`src/rtl/nand_cmdq_pkg.sv`:
```
package nand_cmdq_pkg;
  localparam int unsigned OP_LSB  = 14;
  localparam int unsigned CE_LSB  = 10;
  localparam int unsigned RB_BIT  = 20;
  localparam int unsigned IRQ_BIT = 14;
  localparam int unsigned CNT_LSB = 22;
  localparam int unsigned RDY_LSB = 26;
  localparam int unsigned IEN_BIT = 21;

  localparam logic [3:0] OP_CLE  = 4'h5;
  localparam logic [3:0] OP_ALE  = 4'h6;
  localparam logic [3:0] OP_DWR  = 4'h4;
  localparam logic [3:0] OP_DRD  = 4'h8;
  localparam logic [3:0] OP_IDLE = 4'hC;

  localparam logic [1:0] RA_CMD  = 2'd0;
  localparam logic [1:0] RA_CFG  = 2'd1;
  localparam logic [1:0] RA_STAT = 2'd2;
  localparam logic [1:0] RA_BUF  = 2'd3;

  typedef enum logic [2:0] {
    S_IDLE, S_FETCH, S_STRB, S_RECV, S_PAUSE, S_WAITRB, S_DONE
  } seq_state_e;
endpackage

```
`src/rtl/nand_cmdq_sync.sv`:
```
module nand_cmdq_sync (
  input  logic clk,
  input  logic rst,
  input  logic d_i,
  output logic q_o
);
  logic meta_q;
  always_ff @(posedge clk) begin
    if (rst) begin
      meta_q <= 1'b0;
      q_o    <= 1'b0;
    end else begin
      meta_q <= d_i;
      q_o    <= meta_q;
    end
  end
endmodule

```
`src/rtl/nand_cmdq_fifo.sv`:
```
module nand_cmdq_fifo #(
  parameter int unsigned DEPTH = 32,
  parameter int unsigned WIDTH = 32,
  localparam int unsigned AW    = $clog2(DEPTH),
  localparam int unsigned CNT_W = $clog2(DEPTH + 1)
) (
  input  logic             clk,
  input  logic             rst,
  input  logic             push,
  input  logic [WIDTH-1:0] push_data,
  input  logic             pop,
  output logic [WIDTH-1:0] head,
  output logic [CNT_W-1:0] count,
  output logic             full
);
  logic [WIDTH-1:0] mem [DEPTH];
  logic [AW-1:0]    wr_ptr, rd_ptr;
  logic             do_push, do_pop;

  assign full    = (count == CNT_W'(DEPTH));
  assign do_push = push && !full;
  assign do_pop  = pop && (count != '0);

  always_ff @(posedge clk) begin
    if (do_push) mem[wr_ptr] <= push_data;
    head <= mem[rd_ptr];
  end

  always_ff @(posedge clk) begin
    if (rst) begin
      wr_ptr <= '0;
      rd_ptr <= '0;
      count  <= '0;
    end else begin
      if (do_push) wr_ptr <= (wr_ptr == AW'(DEPTH - 1)) ? '0 : wr_ptr + 1'b1;
      if (do_pop)  rd_ptr <= (rd_ptr == AW'(DEPTH - 1)) ? '0 : rd_ptr + 1'b1;
      case ({do_push, do_pop})
        2'b10:   count <= count + 1'b1;
        2'b01:   count <= count - 1'b1;
        default: count <= count;
      endcase
    end
  end

  assert_count_bound_R11: assert property (@(posedge clk) disable iff (rst)
    count <= CNT_W'(DEPTH));
  assert_pop_nonempty_R1: assert property (@(posedge clk) disable iff (rst)
    pop |-> (count != '0));
endmodule

```
`src/rtl/nand_cmdq_exec.sv`:
```
module nand_cmdq_exec
  import nand_cmdq_pkg::*;
#(
  parameter int unsigned NCHIP     = 2,
  parameter int unsigned PULSE     = 3,
  parameter int unsigned TMO_SHIFT = 8,
  localparam int unsigned CHIP_W   = (NCHIP > 1) ? $clog2(NCHIP) : 1,
  localparam int unsigned CTR_W    = 8
) (
  input  logic             clk,
  input  logic             rst,
  input  logic             q_avail,
  input  logic [31:0]      head,
  output logic             pop,
  input  logic [NCHIP-1:0] rb_ready,
  input  logic [7:0]       dq_i,
  output logic [NCHIP-1:0] ce_n,
  output logic             cle,
  output logic             ale,
  output logic             we_n,
  output logic             re_n,
  output logic [7:0]       dq_o,
  output logic             dq_oe,
  output logic [7:0]       rd_byte,
  output logic             tmo_evt,
  output logic             irq_evt
);
  seq_state_e            st;
  logic [CTR_W-1:0]      ctr;
  logic [7:0]            units;
  logic [TMO_SHIFT-1:0]  tick;
  logic [CHIP_W-1:0]     wchip, sel;
  logic                  irq_req, is_rd;
  logic [3:0]            op;

  assign op = head[OP_LSB +: 4];

  always_comb begin
    sel = '0;
    for (int i = NCHIP - 1; i >= 0; i--) begin
      if (!head[CE_LSB + i]) sel = CHIP_W'(i);
    end
  end

  always_ff @(posedge clk) begin
    if (rst) begin
      st      <= S_IDLE;
      ctr     <= '0;
      units   <= '0;
      tick    <= '0;
      wchip   <= '0;
      irq_req <= 1'b0;
      is_rd   <= 1'b0;
      pop     <= 1'b0;
      ce_n    <= '1;
      cle     <= 1'b0;
      ale     <= 1'b0;
      we_n    <= 1'b1;
      re_n    <= 1'b1;
      dq_o    <= '0;
      dq_oe   <= 1'b0;
      rd_byte <= '0;
      tmo_evt <= 1'b0;
      irq_evt <= 1'b0;
    end else begin
      pop     <= 1'b0;
      tmo_evt <= 1'b0;
      irq_evt <= 1'b0;
      case (st)
        S_IDLE: if (q_avail) st <= S_FETCH;
        S_FETCH: begin
          ce_n <= head[CE_LSB +: NCHIP];
          if (head[RB_BIT]) begin
            wchip   <= sel;
            units   <= head[7:0];
            tick    <= '0;
            irq_req <= head[IRQ_BIT];
            st      <= S_WAITRB;
          end else begin
            case (op)
              OP_CLE, OP_ALE, OP_DWR: begin
                cle   <= (op == OP_CLE);
                ale   <= (op == OP_ALE);
                we_n  <= 1'b0;
                dq_o  <= head[7:0];
                dq_oe <= 1'b1;
                ctr   <= CTR_W'(PULSE - 1);
                st    <= S_STRB;
              end
              OP_DRD: begin
                re_n  <= 1'b0;
                is_rd <= 1'b1;
                ctr   <= CTR_W'(PULSE - 1);
                st    <= S_STRB;
              end
              OP_IDLE: begin
                ctr <= head[7:0];
                st  <= S_PAUSE;
              end
              default: begin
                pop <= 1'b1;
                st  <= S_DONE;
              end
            endcase
          end
        end
        S_STRB: begin
          if (ctr == '0) begin
            we_n <= 1'b1;
            re_n <= 1'b1;
            if (is_rd) rd_byte <= dq_i;
            ctr  <= CTR_W'(PULSE - 1);
            st   <= S_RECV;
          end else begin
            ctr <= ctr - 1'b1;
          end
        end
        S_RECV: begin
          if (ctr == '0) begin
            cle   <= 1'b0;
            ale   <= 1'b0;
            dq_oe <= 1'b0;
            is_rd <= 1'b0;
            pop   <= 1'b1;
            st    <= S_DONE;
          end else begin
            ctr <= ctr - 1'b1;
          end
        end
        S_PAUSE: begin
          if (ctr == '0) begin
            pop <= 1'b1;
            st  <= S_DONE;
          end else begin
            ctr <= ctr - 1'b1;
          end
        end
        S_WAITRB: begin
          tick <= tick + 1'b1;
          if (rb_ready[wchip] || units == '0) begin
            tmo_evt <= !rb_ready[wchip];
            irq_evt <= irq_req;
            pop     <= 1'b1;
            st      <= S_DONE;
          end else if (tick == '1) begin
            units <= units - 1'b1;
          end
        end
        S_DONE: st <= S_IDLE;
        default: st <= S_IDLE;
      endcase
    end
  end

  assert_one_strobe_R12: assert property (@(posedge clk) disable iff (rst)
    !(!we_n && !re_n));
  assert_latch_excl_R12: assert property (@(posedge clk) disable iff (rst)
    !(cle && ale));
  assert_drive_on_write_R4: assert property (@(posedge clk) disable iff (rst)
    !we_n |-> dq_oe);
  assert_release_on_read_R5: assert property (@(posedge clk) disable iff (rst)
    !re_n |-> !dq_oe);
  assert_pop_single_R1: assert property (@(posedge clk) disable iff (rst)
    pop |=> !pop);
endmodule

```
`src/rtl/nand_cmdq_seq.sv`:
```
module nand_cmdq_seq
  import nand_cmdq_pkg::*;
#(
  parameter int unsigned DEPTH     = 32,
  parameter int unsigned NCHIP     = 2,
  parameter int unsigned PULSE     = 3,
  parameter int unsigned TMO_SHIFT = 8,
  localparam int unsigned CNT_W    = $clog2(DEPTH + 1)
) (
  input  logic             clk,
  input  logic             rst,
  input  logic             wr_en,
  input  logic [1:0]       wr_addr,
  input  logic [31:0]      wr_data,
  input  logic             rd_en,
  input  logic [1:0]       rd_addr,
  output logic [31:0]      rd_data,
  output logic [NCHIP-1:0] nand_ce_n,
  output logic             nand_cle,
  output logic             nand_ale,
  output logic             nand_we_n,
  output logic             nand_re_n,
  output logic [7:0]       nand_dq_o,
  output logic             nand_dq_oe,
  input  logic [7:0]       nand_dq_i,
  input  logic [NCHIP-1:0] nand_rb,
  output logic             irq
);
  logic             push, pop, full;
  logic [31:0]      head;
  logic [CNT_W-1:0] count;
  logic [NCHIP-1:0] rdy;
  logic [7:0]       rd_byte;
  logic             tmo_evt, irq_evt;
  logic [31:0]      cfg_q;
  logic             tmo_q, ovf_q, pend_q;
  logic [31:0]      stat_w, cnt_w;

  assign push = wr_en && (wr_addr == RA_CMD);

  nand_cmdq_fifo #(.DEPTH(DEPTH), .WIDTH(32)) u_fifo (
    .clk(clk), .rst(rst), .push(push), .push_data(wr_data), .pop(pop),
    .head(head), .count(count), .full(full)
  );

  for (genvar g = 0; g < NCHIP; g++) begin : g_rb
    nand_cmdq_sync u_sync (.clk(clk), .rst(rst), .d_i(nand_rb[g]), .q_o(rdy[g]));
  end

  nand_cmdq_exec #(.NCHIP(NCHIP), .PULSE(PULSE), .TMO_SHIFT(TMO_SHIFT)) u_exec (
    .clk(clk), .rst(rst), .q_avail(count != '0), .head(head), .pop(pop),
    .rb_ready(rdy), .dq_i(nand_dq_i), .ce_n(nand_ce_n), .cle(nand_cle),
    .ale(nand_ale), .we_n(nand_we_n), .re_n(nand_re_n), .dq_o(nand_dq_o),
    .dq_oe(nand_dq_oe), .rd_byte(rd_byte), .tmo_evt(tmo_evt), .irq_evt(irq_evt)
  );

  always_comb begin
    stat_w = '0;
    stat_w[0] = tmo_q;
    stat_w[1] = ovf_q;
    stat_w[2] = pend_q;
    stat_w[RDY_LSB +: NCHIP] = rdy;
    cnt_w = '0;
    cnt_w[CNT_LSB +: CNT_W] = count;
  end

  always_ff @(posedge clk) begin
    if (rst) begin
      cfg_q   <= '0;
      tmo_q   <= 1'b0;
      ovf_q   <= 1'b0;
      pend_q  <= 1'b0;
      irq     <= 1'b0;
      rd_data <= '0;
    end else begin
      if (wr_en && wr_addr == RA_CFG) cfg_q <= wr_data;
      if (tmo_evt) tmo_q <= 1'b1;
      else if (wr_en && wr_addr == RA_STAT && wr_data[0]) tmo_q <= 1'b0;
      if (push && full) ovf_q <= 1'b1;
      else if (wr_en && wr_addr == RA_STAT && wr_data[1]) ovf_q <= 1'b0;
      if (irq_evt) pend_q <= 1'b1;
      else if (wr_en && wr_addr == RA_STAT && wr_data[2]) pend_q <= 1'b0;
      irq <= pend_q && cfg_q[IEN_BIT];
      if (rd_en) begin
        case (rd_addr)
          RA_CMD:  rd_data <= cnt_w;
          RA_CFG:  rd_data <= cfg_q;
          RA_STAT: rd_data <= stat_w;
          default: rd_data <= {24'h0, rd_byte};
        endcase
      end
    end
  end

  assert_ovf_sticky_R11: assert property (@(posedge clk) disable iff (rst)
    (push && full) |=> ovf_q);
  assert_tmo_flag_R9: assert property (@(posedge clk) disable iff (rst)
    tmo_evt |=> tmo_q);
  assert_irq_pending_R10: assert property (@(posedge clk) disable iff (rst)
    irq_evt |=> pend_q);
endmodule

```
`config.mk`:
```
export PLATFORM = sky130hd
export DESIGN_NAME = nand_cmdq_seq
export DESIGN_NICKNAME = d
export VERILOG_FILES = /design/src/rtl/nand_cmdq_pkg.sv /design/src/rtl/nand_cmdq_sync.sv /design/src/rtl/nand_cmdq_fifo.sv /design/src/rtl/nand_cmdq_exec.sv /design/src/rtl/nand_cmdq_seq.sv
export SDC_FILE = /design/constraint.sdc
export NUM_CORES = 1
export LEC_CHECK = 0
export BUFFER_PORTS_ARGS = -buffer_cell sky130_fd_sc_hd__buf_2
export CAP_MARGIN = 20
export CORE_ASPECT_RATIO = 1.75
export CORE_MARGIN = 10
export CORE_UTILIZATION = 55
export DETAILED_ROUTE_END_ITERATION = 16
export HOLD_SLACK_MARGIN = 0.05
export MAX_ROUTING_LAYER = met4
export PLACE_DENSITY = 0.82
export SYNTH_ARGS = -nofsm -noshare
export SYNTH_HDL_FRONTEND = slang
export SYNTH_HIERARCHICAL = 1
export SYNTH_SLANG_ARGS = --single-unit
```
`constraint.sdc`:
```
create_clock -name clk -period 9.15 [get_ports clk]
set_input_delay 0.4575 -clock clk [delete_from_list [all_inputs] [get_ports clk]]
set_output_delay 0.4575 -clock clk [all_outputs]
set_load 0.02 [all_outputs]
```
==> results.yml <==
worst_setup_path:
  crit_path_max_fanout: 10
  critPathSlowestCell: "or4b_2"
  r2r-end: "u_fifo/count[5]"
  criticalPathCategory: "flip-flop to flip-flop"
  slowest_delay_ps: 610
  crit_chain: "or4_4 > o31ai_4 > inv_1 > ha_1 > ha_1 > or4b_2 > a21oi_1 > nand4b_1 > mux2_2"
  worst_setup_path_end_kind: "flip-flop"
  cpMostUsedCell: "ha_1"
  r2r-start: "u_fifo/count[0]"
  ff2ff_path_depth: 9
  ff2ff_setup_slack_ps: 5780
  cp-start-kind: "flip-flop"
  worst_ep_required_time_ps: 9630
  arrival_ps: 3850
global_route:
  grtUsageTotal_pct: 22.6
  grt-ovfl-total: 0
  grt_pass1_vias: 15500
  grt_pass1_wl_mm: 93.9
  grt_max_degree: 120
  antenna_found_initial: 1
floorplan:
  fp.dieArea_um2: 56000
  core_area_um2: 46100
  ios: 98
  dieWidth_um: 183
  rows: 104
  die_y_um: 306
  start_util_pct: 55.7
clocking:
  ctsLongestPathBuffers: 3
  htreeDepth: 2
  root_buffer: "clkbuf_16"
  cts_hold_buffers: 0
  cts_tree: "built"
  cts.sinks: 639
  cts_buffers: 52
  clkTransAtPathRegs_ps: 70
  clk_latency_ps: 600
  cts_resized: 0
  post_cts_buffers: 0
worst_hold_path:
  hold_depth: 3
  min_to: "cfg_q[9]"
  worst_hold_path_type: "input port to flip-flop"
  hold_path.startpoint: "wr_data[9]"
yosys:
  yosysWarnings: 6
  synth_cells: 1705
  synth.avg_cell_area_um2: 15.0
  synth.cell_area_um2: 25700
  syn-num-nets: 1772
drt:
  finalWirelength_mm: 62.5
  routedWlPerCell_um: 26.3
  drt_iter0_drc: 1873
  drt.antenna.violating_nets: 0
  drcViolationCount: 0
  dr.pass1.iters: 6
  routed-via-count: 15300
  via_per_inst: 6.45
timing:
  slew_violations: 0
  rsz0062_at_grt: "no"
  worst_slack_ps: 5780
  hold_slack_ps: 94.5
  min_period_ps: 3370
  finalHoldViolations: 0
  fin_tns_setup_ps: 0
  fmax_mhz: 297
  worst_slew_pin_slew_ps: 1090
  setup_viol: 0
  skew_ps: 25.3
  max_slew_margin_pct: 27.0
  timing.final.crit_share_pct: 36.8
placed_design:
  pre_cts_slack_ps: 5840
  place_congestion: 0.906
  dpl.cell_count: 2273
  port_buffers: 97
  hpwl_mm: 38.6
pwr:
  powerDensity_nw_per_um2: 208
  peakVddDrop_mv: 0.151
  clockPowerShare_pct: 38.3
  seqPwrFrac_pct: 54.7
  sw_frac_of_total_pct: 22.4
  p_int_w: 0.00453
  p_sw_w: 0.00131
  p_leak_nw: 9.17
  comb_power_share_pct: 6.9
layout:
  final_cells: 2372
  drive_gt1_share_pct: 21.1
  layout_commonest_cell: "edfxtp_1"
  layout_common_cells: "edfxtp_1, dfxtp_1, a21oi_1"
  nFillCells: 3250
  area_growth_pct: 9.63
  final_net_count: 1811
run_status:
  outcome: "finished clean"
run:
  cap_violations: 0
==> through the flow <==
stage          util (%)  power, W  instance area, um^2
3_3_place_gp       57.2   0.00363                26400
2_1_floorplan         -   0.00355                25700
6_report           61.1   0.00584                28100
3_5_place_dp       57.3   0.00365                26400
4_1_cts            61.1   0.00587                28100
5_1_grt            61.1   0.00601                28100
==> power by group through the flow <==
| stage | Combinational [W] | Sequential (W) | Clock [W] |
|---|---|---|---|
| final | 0.000405 | 0.00319 | 0.00224 |
| after global routing | 0.000441 | 0.00320 | 0.00237 |
| after CTS | 0.000396 | 0.00319 | 0.00228 |
| after detailed placement | 0.000392 | 0.00326 | 0 |
| after global placement | 0.000376 | 0.00325 | 0 |
| after floorplan | 0.000312 | 0.00323 | 0 |
==> layout make-up <==
type                       instances  area, um^2  share of cell area, %
inverter                          21        83.8                  0.298
tap                              583         729                   2.59
antenna                            1        2.50                0.00890
clock inverter                    29         263                  0.934
timing repair buffer             131         778                   2.77
clock buffer                      69        1460                   5.19
multi-input combinational        899        7210                   25.6
sequential                       639       17600                   62.6
==> critical path, delay by kind of cell (launching register included) <==
| kind | cells | cell delay, ps |
|---|---|---|
| AND/OR/NAND/NOR | 3 | 1350 |
| adder cells (fa/ha/maj) | 2 | 570 |
| AO/OA/AOI/OAI | 2 | 510 |
| flip-flops | 1 | 390 |
| multiplexers | 1 | 340 |
| buffers and inverters | 1 | 90 |
==> metal layers <==
layer | global-route usage, % | vias up | wire (um)
met5 | - | - | 0
li1 | - | 6569 | -
met4 | 11.7 | 0 | 3590
met3 | 4.28 | 194 | 5180
met2 | 39.7 | 868 | 33300
met1 | 23.7 | 7672 | 20400
==> worst max-delay path by stage <==
stage	startpoint	to
after floorplan	u_fifo/count[0]	u_fifo/count[5]
after global routing	u_exec/st[2]	u_exec/units[0]
after CTS	u_fifo/count[0]	u_fifo/count[5]
final	u_fifo/count[0]	u_fifo/count[5]
after global placement	u_fifo/count[0]	u_fifo/count[5]
after detailed placement	u_fifo/count[0]	u_fifo/count[5]
==> registers in the layout, indices dropped and copies added, names as in the netlist, 15 cells and up <==
name,count
cfg_q,32
rd_data,32
u_fifo/head,15
u_fifo/mem,480
Note: power is estimated with default switching activity, not from simulation.
